$ cat src/rtl/bw_pkg.sv
package bw_pkg;
    localparam int WORD_W = 18;
    localparam int GRP_N  = 4;
    localparam int ADDR_W = 16;
    localparam int LANE_W = $clog2(GRP_N);
    localparam int LINE_W = WORD_W * GRP_N;

    typedef logic [WORD_W-1:0]            word_t;
    typedef logic [LINE_W-1:0]            line_t;
    typedef logic [ADDR_W-1:0]            addr_t;
    typedef logic [GRP_N-1:0][WORD_W-1:0] group_t;

    typedef struct packed {
        addr_t base;
        line_t data;
    } commit_t;

    // Arrival slot i goes to lane i counting up, lane GRP_N-1-i counting down.
    function automatic line_t pack_group(input group_t g, input logic dec);
        line_t l;
        l = '0;
        for (int i = 0; i < GRP_N; i++) begin
            if (dec) l[(GRP_N-1-i)*WORD_W +: WORD_W] = g[i];
            else     l[i*WORD_W +: WORD_W]           = g[i];
        end
        return l;
    endfunction

    function automatic addr_t align_base(input addr_t a);
        return {a[ADDR_W-1:LANE_W], {LANE_W{1'b0}}};
    endfunction

    function automatic addr_t next_base(input addr_t a, input logic dec);
        return dec ? a - ADDR_W'(GRP_N) : a + ADDR_W'(GRP_N);
    endfunction
endpackage

$ cat src/rtl/bw_collector.sv
module bw_collector
    import bw_pkg::*;
(
    input  logic   clk,
    input  logic   rst,
    input  logic   burst_en,
    input  logic   wr_valid,
    input  word_t  wr_data,
    input  logic   can_load,
    output logic   wr_stall,
    output logic   handoff,
    output group_t grp_out,
    output logic   grp_ready,
    output logic   partial_flag
);
    logic [LANE_W-1:0] cnt;
    group_t            fill;
    logic              acc;
    logic              last;

    assign acc      = burst_en && wr_valid && !grp_ready;
    assign last     = acc && (cnt == LANE_W'(GRP_N-1));
    assign handoff  = (last || grp_ready) && can_load;
    assign wr_stall = grp_ready;

    always_comb begin
        grp_out = fill;
        if (last) grp_out[GRP_N-1] = wr_data;
    end

    always_ff @(posedge clk) begin
        if (rst) begin
            cnt          <= '0;
            fill         <= '0;
            grp_ready    <= 1'b0;
            partial_flag <= 1'b0;
        end else begin
            if (acc) begin
                fill[cnt] <= wr_data;
                cnt       <= last ? '0 : cnt + LANE_W'(1);
            end
            if (last && !can_load)
                grp_ready <= 1'b1;
            else if (grp_ready && can_load)
                grp_ready <= 1'b0;
            if (!burst_en && cnt != '0) begin
                cnt          <= '0;
                partial_flag <= 1'b1;
            end
        end
    end


    grp_cnt_chk: assert property (@(posedge clk) disable iff (rst)
        grp_ready |-> cnt == '0);


    partial_rise_chk: assert property (@(posedge clk) disable iff (rst)
        $rose(partial_flag) |-> $past(!burst_en));
endmodule

$ cat src/rtl/bw_addr_ctr.sv
module bw_addr_ctr
    import bw_pkg::*;
(
    input  logic  clk,
    input  logic  rst,
    input  logic  load_addr,
    input  addr_t start_addr,
    input  logic  dir_dec,
    input  logic  step,
    output addr_t base
);
    always_ff @(posedge clk) begin
        if (rst)            base <= '0;
        else if (load_addr) base <= align_base(start_addr);
        else if (step)      base <= next_base(base, dir_dec);
    end
endmodule

$ cat src/rtl/bw_commit.sv
module bw_commit
    import bw_pkg::*;
(
    input  logic  clk,
    input  logic  rst,
    input  logic  handoff,
    input  addr_t base_in,
    input  line_t line_in,
    input  logic  ram_done,
    output logic  can_load,
    output logic  ram_req,
    output addr_t ram_addr,
    output line_t ram_data
);
    commit_t held;
    logic    full;

    assign can_load = !full || ram_done;
    assign ram_req  = full;
    assign ram_addr = held.base;
    assign ram_data = held.data;

    always_ff @(posedge clk) begin
        if (rst) begin
            full <= 1'b0;
            held <= '0;
        end else if (handoff) begin
            full      <= 1'b1;
            held.base <= base_in;
            held.data <= line_in;
        end else if (ram_done) begin
            full <= 1'b0;
        end
    end


    req_hold_chk: assert property (@(posedge clk) disable iff (rst)
        (ram_req && !ram_done) |=> (ram_req && $stable(ram_addr) && $stable(ram_data)));


    req_drop_chk: assert property (@(posedge clk) disable iff (rst)
        $fell(ram_req) |-> $past(ram_done));
endmodule

$ cat src/rtl/burst_ram_writer.sv
module burst_ram_writer
    import bw_pkg::*;
(
    input  logic              clk,
    input  logic              rst,
    input  logic              burst_en,
    input  logic              dir_dec,
    input  logic              load_addr,
    input  logic [ADDR_W-1:0] start_addr,
    input  logic              wr_valid,
    input  logic [WORD_W-1:0] wr_data,
    output logic              wr_stall,
    output logic              ram_req,
    output logic [ADDR_W-1:0] ram_addr,
    output logic [LINE_W-1:0] ram_data,
    input  logic              ram_done,
    output logic              busy,
    output logic              partial_flag
);
    logic   can_load;
    logic   handoff;
    logic   grp_ready;
    group_t grp;
    addr_t  base;
    line_t  line;

    assign line = pack_group(grp, dir_dec);
    assign busy = ram_req || grp_ready;

    bw_collector u_col (
        .clk(clk), .rst(rst), .burst_en(burst_en), .wr_valid(wr_valid),
        .wr_data(wr_data), .can_load(can_load), .wr_stall(wr_stall),
        .handoff(handoff), .grp_out(grp), .grp_ready(grp_ready),
        .partial_flag(partial_flag)
    );

    bw_addr_ctr u_ac (
        .clk(clk), .rst(rst), .load_addr(load_addr), .start_addr(start_addr),
        .dir_dec(dir_dec), .step(handoff), .base(base)
    );

    bw_commit u_cm (
        .clk(clk), .rst(rst), .handoff(handoff), .base_in(base),
        .line_in(line), .ram_done(ram_done), .can_load(can_load),
        .ram_req(ram_req), .ram_addr(ram_addr), .ram_data(ram_data)
    );


    busy_fall_chk: assert property (@(posedge clk) disable iff (rst)
        $fell(busy) |-> $past(ram_done));


    base_align_chk: assert property (@(posedge clk) disable iff (rst)
        $rose(ram_req) |-> ram_addr[1:0] == 2'b00);
endmodule

$ cat config.mk
export PLATFORM = sky130hd
export DESIGN_NAME = burst_ram_writer
export DESIGN_NICKNAME = d
export VERILOG_FILES = /design/src/rtl/bw_pkg.sv /design/src/rtl/bw_collector.sv /design/src/rtl/bw_addr_ctr.sv /design/src/rtl/bw_commit.sv /design/src/rtl/burst_ram_writer.sv
export SDC_FILE = /design/constraint.sdc
export NUM_CORES = 1
export LEC_CHECK = 0
export CAP_MARGIN = 0
export CORE_UTILIZATION = 35
export DETAILED_ROUTE_END_ITERATION = 10
export DONT_BUFFER_PORTS = 1
export PLACE_DENSITY = 0.59
export SYNTH_ARGS = -nofsm -noshare
export SYNTH_HDL_FRONTEND = slang
export SYNTH_SLANG_ARGS = --single-unit
export TNS_END_PERCENT = 10
$ cat constraint.sdc
create_clock -name clk -period 2.5 [get_ports clk]
set_input_delay 0.5 -clock clk [delete_from_list [all_inputs] [get_ports clk]]
set_output_delay 0.5 -clock clk [all_outputs]
set_load 0.02 [all_outputs]
## After elaboration in Yosys (flattened, before gate mapping)

Index checks and enable logic that the tools add are counted.

- Add/subtract/negate cells: 3
- Magnitude comparators: 2
- Equal/unequal tests: 1
- Muxes and demuxes: 16
- Reductions and logical operators: 21

Operator list:

| cell | count |
|---|---|
| 2-to-1 mux 18 bit | 6 |
| bitwise mux 72 bit | 1 |
| 2-to-1 mux 16 bit | 3 |
| demux 18 bit (select 2 bit) | 1 |
| adder 16 x 3 -> 16 bit (second input constant) | 1 |
| subtractor 16 x 3 -> 16 bit (second input constant) | 1 |
| logical AND 1 bit | 8 |
| nonzero test 2 bit | 4 |
| logical NOT 1 bit | 4 |
| 2-to-1 mux 1 bit | 4 |
| OR reduction 2 bit | 2 |
| logical OR 1 bit | 3 |
| < comparator 2 x 3 -> 1 bit (second input constant) | 1 |
| adder 2 x 1 -> 2 bit (second input constant) | 1 |
| == test 2 bit (second input constant) | 1 |
| greater-or-equal comparator 2 x 1 -> 1 bit (second input constant) | 1 |
| 2-to-1 mux 2 bit | 1 |

- Flip-flop bits (word level): 181
- Bits of input ports: 41
- Output and inout port bits: 92
- Word-level logic and storage cells: 55

## Depth between registers and ports, before layout

- Depth after elaboration: 7
- Gate-level depth with buffers: 8
- Gate-level depth less buffers: 7

## Cells and area by module

From an unflattened synthesis, not the netlist that was laid out.

- Cells, all modules: 893
- Area total of the unflattened synthesis: 8931.1 um2

By module, submodules not included:

| module | instances | cells each | area each (um2) | sequential area each (um2) |
|---|---|---|---|---|
| bw_collector | 1 | 375 | 3331.9 | 1521.5 |
| bw_commit | 1 | 288 | 3135.5 | 1781.7 |
| bw_addr_ctr | 1 | 149 | 1232.4 | 280.3 |
| burst_ram_writer | 1 | 81 | 1231.2 | 0.0 |

## Least setup slack after synthesis

Ideal clock, no wire load.

- Path type: input-to-reg
- From: in dir_dec
- To: reg u_ac.base[14]
- Setup time: 122 ps
- Arrival time: 2072 ps
- Data required time: 2378 ps
- Setup slack: 306 ps
- Stages on the path: 7
- Buffers on the path: 0
- Cell sequence: fa_1 a21o_1 a221oi_4 o21ai_2 o211ai_2 nand2_1 a221o_1

- Cells in the longest elaborated chain, start to end: 3

RTL lines:

| element | line | source |
|---|---|---|
| start: declaration | burst_ram_writer.sv:7 | `input logic dir_dec,` |
| 2-to-1 mux 16 bit | bw_pkg.sv:34 | `return dec ? a - ADDR_W'(GRP_N) : a + ADDR_W'(GRP_N);` |
| 2-to-1 mux 16 bit | bw_addr_ctr.sv:15 | `else if (step) base <= next_base(base, dir_dec);` |
| 2-to-1 mux 16 bit | bw_addr_ctr.sv:14 | `else if (load_addr) base <= align_base(start_addr);` |
| end signal: assignment | bw_addr_ctr.sv:14 |  |
| end signal: assignment | bw_addr_ctr.sv:15 |  |
| end: declaration | bw_addr_ctr.sv:10 | `output addr_t base` |

No other way between the ends. The select of a mux whose other input is x is not followed.
A chain may end at the register's enable or synchronous reset.

## Worst setup path after layout

- From: reg u_ac.base[2]
- To: reg u_ac.base[14]

- Cells in the longest elaborated chain, start to end: 4
- Elaborated cells between the ends (all ways): 5
- Those cells by class: add/sub (2); mux (3)

RTL lines:

| element | line |
|---|---|
| adder 16 x 3 -> 16 bit or subtractor 16 x 3 -> 16 bit (tied branches) | bw_pkg.sv:34 |
| 2-to-1 mux 16 bit * | bw_pkg.sv:34 |
| 2-to-1 mux 16 bit * | bw_addr_ctr.sv:15 |
| 2-to-1 mux 16 bit * | bw_addr_ctr.sv:14 |

Mark *: on every way between the ends. The rest lies on a longest branch, timed or not. The select of a mux whose other input is x is not followed.

==> results.md <==
Min path:
- The hold path endpoint is u_cm.ram_addr[11].
- Counting instances, the worst hold path has a depth of 1.
- The beginning of the worst hold path is rst.
- In this run the worst hold path is classified as input port to flip-flop.

Clock tree:
- TritonCTS built the clock tree.
- Buffers inserted during clock tree synthesis total 17.
- The clock latency of the later-clocked register in the worst-skew pair is 0.42 ns.
- Once the clock tree was built, the resizer swapped 0 gates to a different size.
- Once the clock tree was built, the setup fixing pass inserted 0 buffers.
- Hold repair after CTS inserted 0 buffers.
- The cell at the root of the clock tree is clkbuf_16.
- The clock transition at the register clock pins on the worst setup and hold paths after CTS is 0.07 ns.
- The count of clock tree sinks is 177.
- The maximum buffer depth of the clock tree is 2.
- The clock tree synthesis step divided the H-tree into 4 levels.

Floorplanning:
- The floorplan step set the die width to 149 µm.
- The area of the core is 21200 µm².
- The initial utilization of the core area, before any placement, comes to 0.358.
- The area of the die is 22200 µm².
- The I/O pin count is 133.
- The die is 149 µm tall.
- The number of rows created at floorplan is 53.

Power and ir drop:
- The combinational fraction of design power is 0.049.
- The analysis attributes to net switching a power of 1.33 mW.
- Of the total power, the share spent switching nets is 0.226.
- Of the total power, the clock network draws 0.458.
- The part of the total power dissipated in sequential elements is 0.493.
- For this design the ratio of total power to cell area is 703 nW/µm².
- VDD sags by at most 0.340 mV.
- The leakage power is 3.04 nW.
- The cell-internal power is 4.55 mW.

Synthesis:
- The count of flip-flops with a built-in enable after synthesis is 0.
- Among all flip-flop cells after synthesis, the most frequent one is dfxtp_1.
- Yosys instantiated no cell more often than nand2_1.
- The synthesized netlist occupies a cell area of 7580 µm².
- Yosys attributes the largest share of cell area to dfxtp_1, nand2_1, a21oi_1.
- The count of cell types in the netlist is 47.
- The synthesized area divided by synthesized cell count is 8.17 µm².
- After synthesis, the share of flip-flops with an asynchronous set or reset is 0.
- The number of warnings issued by yosys is 0.
- The library cell occupying the most area in the post-synthesis netlist is dfxtp_1.
- Sorting the synthesized cells by how often they occur yields nand2_1, dfxtp_1, a21oi_1.
- The area share of the largest cell type after synthesis is 0.468.
- In this run, synthesis produced a sequential element count of 177.
- Synthesis handed over a netlist of 928 instances.
- The share of the yosys chip area belonging to registers is 0.468.

STA:
- In the final timing run, aggregate negative setup slack is 0 ns.
- Across the routed clock network, the largest skew measured is 0.0121 ns.
- The post-layout worst setup margin is 0.354 ns.
- The time the worst path needs with I/O delays and setup is 2.15 ns.
- The number of endpoints failing setup at the final stage is 0.
- In the finished design, the share of the clock period the worst path needs comes to 0.859.
- The number of max-slew violations in the final report was 0.
- Derived from the worst setup path, the maximum achievable clock frequency is 466 MHz.
- The hold violation count in the final report came to 0.
- Setup repair after global routing left no endpoint under its margin.

Placement:
- Detailed placement finished with a half-perimeter wire length of 12.0 mm.
- Input and output buffers added on the ports amount to 0.
- At the placement stage, the worst setup path has a slack of 0.164 ns.
- The congestion estimate from routability-driven global placement came to 0.849.

Setup path:
- The worst setup path is captured at a flip-flop.
- The slowest stage cell on the critical path is fa_1.
- Along the worst path, the maximum fanout reaches 4.
- For flop-to-flop paths, the worst setup slack is 0.35 ns.
- The signal on the critical path passes through fa_1 > a21o_1 > a221oi_4 > o21ai_2 > o211ai_2 > nand2_1 > a221o_1.
- The data required time at the worst endpoint is 2.81 ns.
- Counting cells, the worst reg-to-reg path comes to 7.
- The number of buffers and inverters on the critical path is 0.
- The kind of cell with the highest combined delay along the critical path is compound AO/OA/AOI/OAI gates.
- The endpoint of the worst-slack reg-to-reg timing path is u_ac.base[14].
- The startpoint of the worst register-to-register path is u_ac.base[2].
- The largest incremental delay on the critical path is 0.44 ns.
- Data on the critical path arrives at its endpoint at 2.46 ns.
- The worst setup path is launched from a flip-flop.
- The kind of critical path is flip-flop to flip-flop.

Detailed routing:
- The detail route stage leaves a number of antenna-violating nets equal to 0.
- The detailed-route wire length per cell is 15.9 µm.
- The count of TritonRoute iterations in the first routing pass is 4.
- After detailed routing, the total wire length is 18.8 mm.
- After detailed routing, the number of remaining DRC violations is 0.
- Using the TritonRoute via totals, the vias-per-cell ratio works out to 5.04.
- In this run, the number of DRC markers left after iteration 0 of detailed routing was 358.
- The routed layout has 5931 vias.

Finish:
- In the final layout, the share of cells above drive strength 1 is 0.0599.
- The area growth from synthesis to layout is 10.3%.
- The number of antenna cells inserted is 0.
- The net count reported at finish is 948.
- The footprint of the multi-input gates is 3730 µm².
- In the final layout, flip-flops and latches occupy 3540 µm².
- After filler insertion, the fill cell instance count of the layout stands at 2190.

GRT:
- Global routing finished with a remaining overflow of 0.
- The number of global-route vias before repair came to 5423.
- In the global route stage, overall resource usage came out at 0.172.
- The first-pass GRT wire length is 29.4 mm.
- The largest net degree at the start of global routing is 179.
- The number of antenna violations at the first check in global routing is 0.

Run status:
- The flow ran to the end, and the final reports show no timing, DRC or antenna violations.

Job:
- The max capacitance violation total is 0.
-- cells by family after synthesis --
group / after synthesis / synth area share
AND/OR/NAND/NOR: 351 / 0.185
AO/OA/AOI/OAI: 236 / 0.187
flip-flops: 177 / 0.468
buffers and inverters: 79 / 0.0436
multiplexers: 58 / 0.0766
adder cells (fa/ha/maj): 17 / 0.0291
XOR/XNOR: 9 / 0.0104
other: 1 / 0.000495
-- layout make-up --
class                   count  area share
multi-input cells         673       0.446
flip-flops and latches    177       0.424
clock buffers              20      0.0558
well taps                 275      0.0412
clock inverters            11      0.0154
repair buffers             12      0.0138
inverters                   9     0.00404
-- worst register-to-register path, cell delays in order, from the launching register on --
cell and delay (ns):
dfxtp_1 0.36, fa_1 0.44, a21o_1 0.24, a221oi_4 0.28
o21ai_2 0.13, o211ai_2 0.18, nand2_1 0.08, a221o_1 0.33
-- worst max-delay path by stage --
stage	start	to	slack, ns	depth (start not counted)
floorplan	dir_dec	u_ac.base[14]	0.31	7
global route	u_ac.base[2]	u_ac.base[14]	0.23	7
CTS	u_ac.base[2]	u_ac.base[14]	0.35	7
global placement	dir_dec	u_ac.base[14]	0.19	7
finish	u_ac.base[2]	u_ac.base[14]	0.35	7
detailed placement	dir_dec	u_ac.base[14]	0.16	7
-- power by group through the flow --
| stage | registers, mW | clock network (mW) | logic [mW] |
|---|---|---|---|
| after global routing | 2.90 | 2.91 | 0.327 |
| after CTS | 2.90 | 2.77 | 0.289 |
| after floorplan | 2.95 | 0 | 0.316 |
| final | 2.90 | 2.69 | 0.288 |
| after detailed placement | 2.96 | 0 | 0.288 |
| after global placement | 2.96 | 0 | 0.282 |
-- cell usage in the layout, fill, tap and decap left out, drive strengths merged, types with 3 or more instances in the layout --
cell	netlist	routed
a211oi	56	56
a21o	3	3
a21oi	130	130
a221oi	5	5
a31oi	3	3
and2	3	3
buf	29	12
clkbuf	41	20
clkinv	0	5
dfxtp	177	177
ha	16	16
inv	9	12
mux2i	58	58
nand2	212	212
nand3	4	4
nor2	111	111
nor3	5	5
nor3b	3	3
o21ai	28	28
o22ai	3	3
or3	3	3
xnor2	8	8
-- state kept, by name (all words and copies together) (netlist names) --
register            flops
u_col.fill             18
u_col.grp_ready         1
u_cm.ram_addr          14
u_col.cnt               2
u_col.grp_out          54
u_cm.ram_data          72
u_col.partial_flag      1
u_ac.base              14
u_cm.ram_req            1
-- layer usage --
layer / global-route usage / part of all wire
met1: 0.212 / 0.45
met2: 0.277 / 0.47
met3: 0.0584 / 0.069
met4: 0.0577 / 0.014
met5: 0 / 0
-- metrics by stage --
stage                     hold slack (ns)  power (mW)  area, µm²   util  instances
after global placement              0.453        3.24       7760  0.367       1146
after floorplan                     0.448        3.27       7580      -        929
final                               0.151        5.88       8360  0.395       1177
after detailed placement            0.459        3.25       7760  0.367       1146
after global routing                0.124        6.13       8360  0.395       1177
after CTS                           0.129        5.95       8360  0.395       1177
Note: power is estimated with default switching activity, not from simulation.
